### src/rtl/spi_target_port.sv
module spi_target_port #(
  parameter int WORD = 8
) (
  input  logic            clk,
  input  logic            rst_n,
  input  logic            ser_clk,
  input  logic            sel_n,
  input  logic            ser_in,
  input  logic            pause_n,
  input  logic [WORD-1:0] tx_word,
  output logic            tx_load,
  output logic [WORD-1:0] rx_word,
  output logic            rx_valid,
  output logic            frame_start,
  output logic            frame_end,
  output logic            ser_out,
  output logic            ser_out_en
);
  localparam int CW = $clog2(WORD);
  localparam logic [CW-1:0] LAST = CW'(WORD - 1);

  logic            clk_q, sel_q, held, rise_seen;
  logic [CW-1:0]   bit_cnt;
  logic [WORD-2:0] rx_sh;
  logic [WORD-1:0] tx_sh;

  wire clk_rise = ser_clk & ~clk_q;
  wire clk_fall = ~ser_clk & clk_q;
  wire sel_fall = ~sel_n & sel_q;
  wire sel_rise = sel_n & ~sel_q;
  wire live     = ~sel_n & ~sel_q & ~held;
  wire wrap     = (bit_cnt == LAST);

  assign ser_out    = tx_sh[WORD-1];
  assign ser_out_en = ~sel_q & ~held;

  always_ff @(posedge clk or negedge rst_n) begin
    if (!rst_n) begin
      clk_q       <= 1'b0;
      sel_q       <= 1'b1;
      held        <= 1'b0;
      rise_seen   <= 1'b0;
      bit_cnt     <= '0;
      rx_sh       <= '0;
      tx_sh       <= '0;
      rx_word     <= '0;
      rx_valid    <= 1'b0;
      tx_load     <= 1'b0;
      frame_start <= 1'b0;
      frame_end   <= 1'b0;
    end else begin
      clk_q       <= ser_clk;
      sel_q       <= sel_n;
      frame_start <= sel_fall;
      frame_end   <= sel_rise;
      rx_valid    <= 1'b0;
      tx_load     <= 1'b0;

      if (sel_n)         held <= 1'b0;
      else if (!ser_clk) held <= ~pause_n;

      if (sel_n) begin
        bit_cnt   <= '0;
        rise_seen <= 1'b0;
      end else if (sel_fall) begin
        bit_cnt   <= '0;
        rise_seen <= 1'b0;
        tx_sh     <= tx_word;
        tx_load   <= 1'b1;
      end else if (live) begin
        if (clk_rise) begin
          rx_sh     <= {rx_sh[WORD-3:0], ser_in};
          rise_seen <= 1'b1;
          bit_cnt   <= wrap ? '0 : bit_cnt + 1'b1;
          if (wrap) begin
            rx_word  <= {rx_sh, ser_in};
            rx_valid <= 1'b1;
          end
        end
        if (clk_fall && rise_seen) begin
          rise_seen <= 1'b0;
          if (bit_cnt == '0) begin
            tx_sh   <= tx_word;
            tx_load <= 1'b1;
          end else begin
            tx_sh <= {tx_sh[WORD-2:0], 1'b0};
          end
        end
      end
    end
  end
endmodule

### config.mk
export PLATFORM = sky130hd
export DESIGN_NAME = spi_target_port
export DESIGN_NICKNAME = d
export VERILOG_FILES = /design/src/rtl/spi_target_port.sv
export SDC_FILE = /design/constraint.sdc
export NUM_CORES = 1
export LEC_CHECK = 0
export ABC_CLOCK_PERIOD_IN_PS = 3800
export BUFFER_PORTS_ARGS = -buffer_cell sky130_fd_sc_hd__clkbuf_2
export CAP_MARGIN = 20
export CORE_ASPECT_RATIO = 0.9
export CORE_MARGIN = 2
export CORE_UTILIZATION = 57
export DETAILED_ROUTE_END_ITERATION = 10
export PLACE_DENSITY_LB_ADDON = 0.3
export SLEW_MARGIN = 20
export SYNTH_ARGS = -nofsm -noshare
export SYNTH_HDL_FRONTEND = slang
export SYNTH_SLANG_ARGS = --single-unit
### constraint.sdc
create_clock -name clk -period 3.8 [get_ports clk]
set_clock_uncertainty 0.15 [all_clocks]
set_input_delay 0.57 -clock clk [delete_from_list [all_inputs] [get_ports clk]]
set_output_delay 0.57 -clock clk [all_outputs]
set_load 0.005 [all_outputs]
==> out/metrics.yaml <==
status: "finished clean"
routed-wl-met2_mm: 1.24
finalPower_mw: 0.821
clk_latency_ns: 0.32
ys_seq_elements: 34
post-place-cells: 165
finalNetCount: 161
fin_crit_sh_pct: 49.0
layout_setup_ws_ns: 1.94
critical_path.max_stage_delay_ns: 0.65
finalSetupViolations: 0
core_area_mm2: 0.00242
synth_nets: 131
p_leak_nw: 0.943
postLayoutCoreUtil_pct: 69.6
cts_buffers: 5
slew_viol_final: 0
clkTransAtPathRegs_ns: 0.11
wl_per_cell_um: 14.1
antenna_found_initial: 0
max_freq_mhz: 537
cpLargestDelayFamily: "flip-flops"
critPathBufInv: 1
finalHoldViolations: 0
final_cell_area_mm2: 0.00169
gp_congestion: 0.712
dr.max_layer_used: "met4"
drv_cap: 0
vias: 926
cts_max_path_buffers: 2
hp-class: "primary input to asynchronous set/reset pin"
grt-ovfl-total: 0
drt-pass1-iter-count: 4
die_w_um: 56.8
finalSetupTns_ns: 0
tightest_slew_ns: 0.936
placed_cell_area_mm2: 0.00158
wirelength_mm: 2.44
h-tree-depth: 2
ioPinCount: 28
rsz0062_at_grt: "no"
wirelength_met1_mm: 1.05
synth_top_area_share_pct: 57.7
worstPathMaxFanout: 9
numPortBuffers: 27
timing.slew.headroom_pct: 37.5
ctsResizeCount: 0
hpwl_mm: 1.65
start_kind: "flip-flop"
die_area_mm2: 0.00293
syn_area_mm2: 0.00143
synth_seq_area_share_pct: 59.5
ys_top_cells_by_area: "dfrtp_1 (58%), mux2_2 (12%), mux2i_1 (4.9%), o21ai_0 (3.5%), ha_1 (2.6%)"
grt_max_degree: 35
layout-drive-gt1-share_pct: 36.6
drt_iter0_markers: 13
synthToLayoutAreaGrowth_pct: 17.9
ys_types: 24
grt_pass1_vias: 999
drcViolationCount: 0
critPathKind: "flip-flop to output pin"
initial_core_util_pct: 59.0
grt_pass1_wl_mm: 4.35
cts_tree: "yes"
vdd_drop_max_uv: 562
crit_chain: "nor2_1 > clkbuf_2"
cp.required_ns: 3.08
yosys.area.top_type: "dfrtp_1"
die_y_um: 51.5
cts_root_buf: "clkbuf_4"
fin_cells: 173
preCtsSetupSlack_ns: 1.69
whs_ns: 0.169
synthCells: 114
cp-end-kind: "output pin"
dr_wl_met3_um: 118
hold_buffers: 0
syn_avg_cell_area_um2: 12.6
grt_util_all_layers_pct: 20.5
antenna_cells: 0
ant_nets: 0
via_per_inst: 5.35
rows: 17
yosys_warnings: 0
powerDensity_mw_per_mm2: 487
min_period_ns: 1.86
cp_data_arrival_time_ns: 1.14
post-cts-setup-buffer-count: 0
crit_slowest_cell: "dfstp_2"
clkSinkCount: 34
[Yosys cell counts]
master	number
a21boi_0	1
mux2i_1	7
nand2_1	9
a21oi_1	3
mux2_2	15
buf_2	2
o21bai_1	1
nor4b_4	1
a31oi_1	1
nor4bb_1	1
a21o_1	1
and2b_1	1
nor3_1	3
dfstp_2	1
nand3_1	1
dfrtp_1	33
nand3b_4	1
nor2b_1	2
nor2_1	9
o21ai_0	10
inv_1	6
buf_6	1
ha_1	3
clkbuf_1	1
[logic make-up after synthesis]
| group | share of synthesized area (%) |
|---|---|
| AO/OA/AOI/OAI | 6.56 |
| adder cells (fa/ha/maj) | 2.62 |
| buffers and inverters | 3.32 |
| flip-flops | 59.5 |
| multiplexers | 16.7 |
| AND/OR/NAND/NOR | 11.3 |
[report_power, final]
part / total [mW] / internal [mW] / switching (mW)
clock network: 0.341 / 0.223 / 0.118
logic: 0.0619 / 0.0323 / 0.0296
registers: 0.418 / 0.395 / 0.0237
[state kept, by name, summed over array words and instances (netlist names)]
register,cells
rise_seen,1
sel_q,1
tx_sh,8
tx_load,1
rx_valid,1
clk_q,1
held,1
rx_sh,7
rx_word,8
frame_start,1
frame_end,1
bit_cnt,3
[cell usage in the layout, fill, tap and decap left out, types with 2 or more instances in the layout]
| cell type | instances |
|---|---|
| ha_1 | 3 |
| bufinv_16 | 2 |
| o21ai_0 | 10 |
| inv_1 | 6 |
| dfrtp_1 | 33 |
| mux2_2 | 15 |
| clkbuf_2 | 27 |
| a21oi_1 | 3 |
| clkbuf_4 | 5 |
| nor2b_1 | 2 |
| nor3_1 | 3 |
| nand2_1 | 9 |
| nor2_1 | 9 |
| mux2i_1 | 7 |
[area by class of cell]
cell class	count	area [µm²]
Timing Repair Buffer	27	135
Clock inverter	2	60.1
Sequential cell	34	852
Clock buffer	6	51.3
Multi-Input combinational cell	70	532
Tap cell	28	35.0
Fill cell	192	737
Inverter	6	22.5
[final timing paths]
kind | startpoint | end | slack (ns) | cells past startpoint
setup reg to reg | clk_q$_DFF_PN0_ | tx_sh[1]$_DFFE_PN0P_ | 1.96 | 3
hold / removal | rst_n | tx_sh[2]$_DFFE_PN0P_ | 0.17 | 1
min in group clk | sel_n | sel_q$_DFF_PN1_ | 0.29 | 1
hold reg to reg | tx_sh[6]$_DFFE_PN0P_ | tx_sh[6]$_DFFE_PN0P_ | 0.34 | 2
max in group asynchronous | rst_n | rx_word[1]$_DFFE_PN0P_ | 2.82 | 1
setup / recovery | sel_q$_DFF_PN1_ | ser_out_en | 1.94 | 2
[metal layers]
layer / GRT usage (%) / up-vias
met5: 0 / -
met4: 9.30 / 0
met3: 6.72 / 2
met2: 37.2 / 22
met1: 22.0 / 450
li1: - / 452
Note: power is estimated with default switching activity, not from simulation.
